[src/rtl/poll_pkg.sv]
package poll_pkg;
  parameter int unsigned DEF_LANES  = 4;
  parameter int unsigned DEF_LANE_W = 8;
  parameter int unsigned POLL_POS   = 7;
  parameter int unsigned TOG_POS    = 6;
endpackage

[src/rtl/poll_toggle.sv]
module poll_toggle (
  input  logic clk,
  input  logic rst_n,
  input  logic busy,
  input  logic rd_acc,
  output logic tog_now
);
  logic busy_q, tog_q;
  logic busy_rise, tog_cur, tog_d, tog_en;

  always_comb begin
    busy_rise = busy & ~busy_q;
    tog_cur   = busy_rise ? 1'b1 : tog_q;
    tog_en    = busy_rise | (busy & rd_acc);
    tog_d     = (busy & rd_acc) ? ~tog_cur : tog_cur;
  end

  always_ff @(posedge clk or negedge rst_n) begin
    if (!rst_n) begin
      busy_q <= 1'b0;
      tog_q  <= 1'b1;
    end else begin
      busy_q <= busy;
      if (tog_en) tog_q <= tog_d;
    end
  end

  assign tog_now = tog_cur;

  // a new cycle without a read leaves the toggle armed at 1
  assert_rearm_R8: assert property (@(posedge clk) disable iff (!rst_n)
    ($rose(busy) && !rd_acc) |=> tog_q);

  // no accepted read inside a cycle keeps the toggle steady
  assert_hold_R9: assert property (@(posedge clk) disable iff (!rst_n)
    (busy && busy_q && !rd_acc) |=> (tog_q == $past(tog_q)));
endmodule

[src/rtl/poll_lane.sv]
module poll_lane #(
  parameter int unsigned LANE_W   = poll_pkg::DEF_LANE_W,
  parameter int unsigned POLL_POS = poll_pkg::POLL_POS,
  parameter int unsigned TOG_POS  = poll_pkg::TOG_POS
) (
  input  logic              busy,
  input  logic              tog,
  input  logic [LANE_W-1:0] load_byte,
  input  logic [LANE_W-1:0] array_byte,
  output logic [LANE_W-1:0] out_byte
);
  logic [LANE_W-1:0] status;
  logic              unused_load;

  always_comb begin
    status           = '0;
    status[POLL_POS] = ~load_byte[POLL_POS];
    status[TOG_POS]  = tog;
    out_byte         = busy ? status : array_byte;
  end

  assign unused_load = ^load_byte;
endmodule

[src/rtl/poll_status_responder.sv]
module poll_status_responder #(
  parameter int unsigned LANES  = poll_pkg::DEF_LANES,
  parameter int unsigned LANE_W = poll_pkg::DEF_LANE_W
) (
  input  logic                    clk,
  input  logic                    rst_n,
  input  logic                    rd_stb,
  input  logic                    prot_n,
  input  logic                    busy,
  input  logic [LANES*LANE_W-1:0] last_load,
  input  logic [LANES*LANE_W-1:0] array_rdata,
  output logic [LANES*LANE_W-1:0] rd_data,
  output logic                    rd_drive
);
  localparam int unsigned BUS_W = LANES * LANE_W;

  logic             rd_acc;
  logic             tog_now;
  logic [BUS_W-1:0] word_d;
  logic [BUS_W-1:0] data_q;
  logic             drive_q;

  assign rd_acc = rd_stb & prot_n;

  poll_toggle u_toggle (
    .clk    (clk),
    .rst_n  (rst_n),
    .busy   (busy),
    .rd_acc (rd_acc),
    .tog_now(tog_now)
  );

  for (genvar g = 0; g < LANES; g++) begin : g_lane
    poll_lane #(.LANE_W(LANE_W)) u_lane (
      .busy      (busy),
      .tog       (tog_now),
      .load_byte (last_load[g*LANE_W +: LANE_W]),
      .array_byte(array_rdata[g*LANE_W +: LANE_W]),
      .out_byte  (word_d[g*LANE_W +: LANE_W])
    );
  end

  always_ff @(posedge clk or negedge rst_n) begin
    if (!rst_n) begin
      drive_q <= 1'b0;
      data_q  <= '0;
    end else begin
      drive_q <= rd_acc;
      if (rd_acc) data_q <= word_d;
    end
  end

  assign rd_data  = data_q;
  assign rd_drive = drive_q;

  // the bus is driven only after an accepted strobe
  assert_valid_R2: assert property (@(posedge clk) disable iff (!rst_n)
    rd_drive |-> $past(rd_stb && prot_n));

  // protect low blocks the next cycle's drive
  assert_inhibit_R3: assert property (@(posedge clk) disable iff (!rst_n)
    !prot_n |=> !rd_drive);

  // an idle read passes stored data through
  assert_pass_R7: assert property (@(posedge clk) disable iff (!rst_n)
    (rd_drive && !$past(busy)) |-> (rd_data == $past(array_rdata)));

  for (genvar a = 0; a < LANES; a++) begin : g_chk
    // a busy read shows the inverted top bit of the loaded byte
    assert_poll_R4: assert property (@(posedge clk) disable iff (!rst_n)
      (rd_drive && $past(busy)) |->
        (rd_data[a*LANE_W + poll_pkg::POLL_POS] == !$past(last_load[a*LANE_W + poll_pkg::POLL_POS])));
    // the low status bits of a busy lane read zero
    assert_rest_R6: assert property (@(posedge clk) disable iff (!rst_n)
      (rd_drive && $past(busy)) |-> (rd_data[a*LANE_W +: 6] == 6'd0));
  end
endmodule

[config.mk]
export PLATFORM = sky130hd
export DESIGN_NAME = poll_status_responder
export DESIGN_NICKNAME = d
export VERILOG_FILES = /design/src/rtl/poll_pkg.sv /design/src/rtl/poll_toggle.sv /design/src/rtl/poll_lane.sv /design/src/rtl/poll_status_responder.sv
export SDC_FILE = /design/constraint.sdc
export NUM_CORES = 1
export LEC_CHECK = 0
export ABC_AREA = 1
export CORE_ASPECT_RATIO = 1.4
export CORE_MARGIN = 10
export CORE_UTILIZATION = 35
export DETAILED_ROUTE_END_ITERATION = 12
export GPL_ROUTABILITY_DRIVEN = 0
export PLACE_DENSITY = 0.77
export SYNTH_ARGS = -nofsm -noshare
export SYNTH_HDL_FRONTEND = slang
export SYNTH_SLANG_ARGS = --single-unit
export TNS_END_PERCENT = 100
[constraint.sdc]
create_clock -name clk -period 1.1 [get_ports clk]
set_input_delay 0.11 -clock clk [delete_from_list [all_inputs] [get_ports clk]]
set_output_delay 0.11 -clock clk [all_outputs]
set_load 0.005 [all_outputs]
# [Yosys cells after proc, flatten, opt, wreduce, memory -nomap -nowiden]
# Index checks and enable logic that the tools add are counted.
[totals] ff_bits=35 latch_bits=0 ram_bits=0 romBits=0 n_memories=0
[classes] addsub=0 n_mul=0 n_div=0 order_cmp=0 eq_ne=0 shift=0 n_mux=6 bitwise_logic=10 n_reduce_logical=0
[ops] operator="$mux 8" n=4
[ops] operator="$not 1->1" n=6
[ops] operator="$and 1x1->1" n=3
[ops] operator="$mux 1" n=2
[ops] operator="$or 1x1->1" n=1

# [Depth between registers and ports, before layout]
[logic_depth] depth_word=5 depth_mapped=6

# [Modules after synthesis]
# From an unflattened synthesis, not the netlist that was laid out.
[hier_totals] hier_cells=236 hier_area_um2=1775.5
[by_module_without_submodules] module="poll_status_responder" instances=1 cells_per_inst=142 area_per_inst_um2=1343.8 seq_area_each_um2=825.8
[by_module_without_submodules] module="poll_lane" instances=4 cells_per_inst=21 area_per_inst_um2=86.3 seq_area_each_um2=0.0
[by_module_without_submodules] module="poll_toggle" instances=1 cells_per_inst=10 area_per_inst_um2=86.3 seq_area_each_um2=51.3

# [Least setup slack after synthesis]
# Ideal clock, no wire load.
[synth_timing] kind="register -> register" startpoint="register u_toggle.tog_q" endpoint="register u_toggle.tog_q" setup_ns=0.077 arrival_ns=0.741 required_ns=1.023 slack_ns=0.282 path_stages_with_launch=5 n_path_buf=0 synth_period_minus_slack_ns=0.818 cell_sequence="dfstp_2 o21bai_1 inv_1 nand2_1 nand2_1"
[synth_via] elab_chain_len=3
[synth_lines] item="start, declared" line_no="poll_toggle.sv:8" source="logic busy_q, tog_q;"
[synth_lines] item="start signal, assigned" line_no="poll_toggle.sv:24" source="if (tog_en) tog_q <= tog_d;"
[synth_lines] item="$mux 1 (*)" line_no="poll_toggle.sv:13" source="tog_cur = busy_rise ? 1'b1 : tog_q;"
[synth_lines] item="$not 1->1" line_no="poll_toggle.sv:15" source="tog_d = (busy & rd_acc) ? ~tog_cur : tog_cur;"
[synth_lines] item="$mux 1 (*)" line_no="poll_toggle.sv:15"
# Mark *: on every way between the ends. The rest lies on a longest branch, timed or not.
# A chain may end at the register's enable or synchronous reset.

# [Final worst setup path]
[layout_timing] startpoint="register data_q[29] (netlist: rd_data[29])" endpoint="output rd_data[29]"
[layout_rtl] item="start, declared" line_no="poll_status_responder.sv:20" source="logic [BUS_W-1:0] data_q;"
[layout_rtl] item="start signal, assigned" line_no="poll_status_responder.sv:49" source="if (rd_acc) data_q <= word_d;"
[layout_rtl] item="end, declared" line_no="poll_status_responder.sv:12" source="output logic [LANES*LANE_W-1:0] rd_data,"
# No word-level cell between the ends.

==> flow_metrics.tcl <==
set metrics [dict create \
    outcome "finished clean" \
    route.vias.total 1311 \
    worstReg2RegEnd "rd_data[14]$_DFFE_PN0P_" \
    setup_repair_after_global_routing_missed_its_margin "no" \
    grt_pass1_vias 1353 \
    clock_sink_count 35 \
    grt_max_degree 37 \
    die_x_um 74.5 \
    r2r-start "u_toggle.tog_q$_DFFE_PN1P_" \
    cts.root.buffer_cell "sky130_fd_sc_hd__clkbuf_8" \
    critical_path.top_delay_family "flip-flops" \
    worstPathBufferInverterCount 1 \
    synth-seq-cells 35 \
    grt_util_all_layers 0.119 \
    total_design_power_mw 3.14 \
    clockBufferDepth 2 \
    most_common_cell_after_layout_fill_and_taps_aside "sky130_fd_sc_hd__nand2_1" \
    postSynthCellCount 156 \
    synth.area.top_cells "sky130_fd_sc_hd__dfrtp_1 (58%), sky130_fd_sc_hd__nand2_1 (16%), sky130_fd_sc_hd__o21ai_1 (8.9%), sky130_fd_sc_hd__buf_6 (5.4%), sky130_fd_sc_hd__a21oi_1 (2.7%)" \
    post_synthesis_cell_type_count 16 \
    criticalPathCategory "register to output port" \
    finalCritPeriodShare 0.951 \
    worst_path_cell_trace "dlygate4sd2_1" \
    antenna-diode-count 0 \
    netlist.top_cell.by_area "sky130_fd_sc_hd__dfrtp_1" \
    stdcell_count 283 \
    numCtsBuffers 5 \
    drv_cap 0 \
    die_h_um 96.3 \
    route.antenna.remaining_nets 0 \
    io_buffers 73 \
    endpoint_kind "output port" \
    finalClockSkew_ns 0.000549 \
    core_region_area_mm2 0.00399 \
    wire_length_of_the_first_global_routing_pass_um 6620 \
    maximum_clock_frequency_mhz 956 \
    most_used_cells_in_the_layout_excluding_fill_and_tap_cells "sky130_fd_sc_hd__nand2_1 (62), sky130_fd_sc_hd__clkdlybuf4s50_1 (39), sky130_fd_sc_hd__dfrtp_1 (34)" \
    crit_arrival_ns 0.94 \
    worst_slack_ns 0.0542 \
    final_util 0.587 \
    fp.dieArea_mm2 0.00718 \
    p_per_area_mw_per_mm2 1340 \
    slew-limit-headroom 0.774 \
    start_kind "register" \
    clock_tree_from_tritoncts "done" \
    slowest_stage "sky130_fd_sc_hd__dfrtp_1" \
    synthesis.area_mm2 0.00146 \
    grt_util_met2 0.194 \
    clock_tree.htree_level_count 2 \
    grt_use_met1 0.136 \
    holdWs_ns 0.204 \
    post-place-ws_ns -0.159 \
    crit_path_max_incr_delay_ns 0.38 \
    core.rowCount 27 \
    grt_use_met3 0.0463 \
    first_iter_violations 49 \
    routed_via_density 4.63 \
    reg2reg_depth 2 \
    final_nets 308 \
    synth_top_area_frac 0.584 \
    final_routed_drc_violation_total 0 \
    layout_min_cycle_time_ns 1.05 \
    grt_overflow 0 \
    required_ns 0.99 \
    area_growth_syn_to_layout_pct 60.7 \
    post_synth.cell_area_avg_um2 9.34 \
    drv_slew 0 \
    initial_antenna_violation_count 0 \
    final-setup-viol-count 0 \
    detail_route.wirelength_um 4100 \
    drive_gt1_frac 0.104 \
    cts.clk_slew.worst_paths_ns 0.07 \
    initial_utilization 0.365 \
    synth_seq_area_share 0.602 \
    static_leakage_nw 1.16 \
    worst_slew_pin_slew_ns 0.337 \
    r2r_setup_slack_ns 0.19 \
    clkLatencyLatePin_ns 0.28 \
    synth-warning-count 0 \
    grt.busiest_layer "met2" \
    peakVddDrop_v 0.000715 \
    placedCellCount 273 \
    drt-pass1-iter-count 4 \
    fill_cells 390 \
    timing_hold_violations_final 0 \
    detailedPlacementHpwl_um 3220 \
    route.detailed.wl_per_inst_um 14.5 \
    boundaryPins 102 \
    synth_fp_nets 225 \
    critical_path.max_fanout 2 \
    hold_path_class "input pin to asynchronous set/reset pin" \
]
## logic make-up (layout without fill, tap and decap cells)
logic type      Yosys count  in the layout  share of synthesized area
buf+inv                  14             98                     0.0765
compound gates           39             39                      0.143
simple gates             68             68                      0.179
flops                    35             35                      0.602
## cell usage after synthesis (all sizes together)
master  number
a21oi        8
o21ai       26
buf          8
inv          4
nand2       63
o211ai       4
nor2         5
clkbuf       2
o21bai       1
dfstp        1
dfrtp       34
## power by group
group | switching, mW | internal, mW | total (mW)
clock | 0.414 | 0.571 | 0.985
sequential | 0.0689 | 1.43 | 1.50
combinational | 0.273 | 0.378 | 0.650
## per-stage QoR
step	TNS, ns	cell area [um^2]
floorplan	0	1460
global placement	-1.79	2260
detailed placement	-2.61	2260
CTS	0	2340
global route	0	2340
finish	0	2340
## sequential cells by signal, summed over array words and instances, names as in the netlist
| name | cells |
|---|---|
| rd_drive | 1 |
| u_toggle.tog_q | 1 |
| rd_data | 32 |
| u_toggle.busy_q | 1 |
## how the worst max path moves through the flow
stage	start	cells after the start	to
after floorplan	u_toggle.tog_q$_DFFE_PN1P_	4	u_toggle.tog_q$_DFFE_PN1P_
after global placement	rd_stb	5	rd_data[30]$_DFFE_PN0P_
after detailed placement	rd_stb	5	rd_data[22]$_DFFE_PN0P_
after CTS	rd_data[29]$_DFFE_PN0P_	1	rd_data[29]
after global routing	rd_data[29]$_DFFE_PN0P_	1	rd_data[29]
final	rd_data[29]$_DFFE_PN0P_	1	rd_data[29]
## layout make-up
cell class / count / area, um^2 / area share
inverters: 4 / 17.5 / 0.00749
multi-input cells: 107 / 468 / 0.200
flip-flops and latches: 35 / 877 / 0.375
repair buffers: 86 / 823 / 0.352
clock buffers: 8 / 100 / 0.0428
well taps: 43 / 53.8 / 0.0230
## metal layers
layer  routed length, um  vias up
li1                    -      668
met1                1610      590
met2                2090       49
met3                 345        4
met4                  59        0
met5                   0        -
## timing repair
| item | in CTS | in global routing |
|---|---|---|
| resized for setup | 33 | 1 |
| endpoints found under the setup margin | 33 | 1 |
| hold buffers | 1 | 0 |
| buffers inserted | 1 | 0 |
| endpoints found under the hold margin | 34 | 0 |
(Power assumes the default switching activity.)
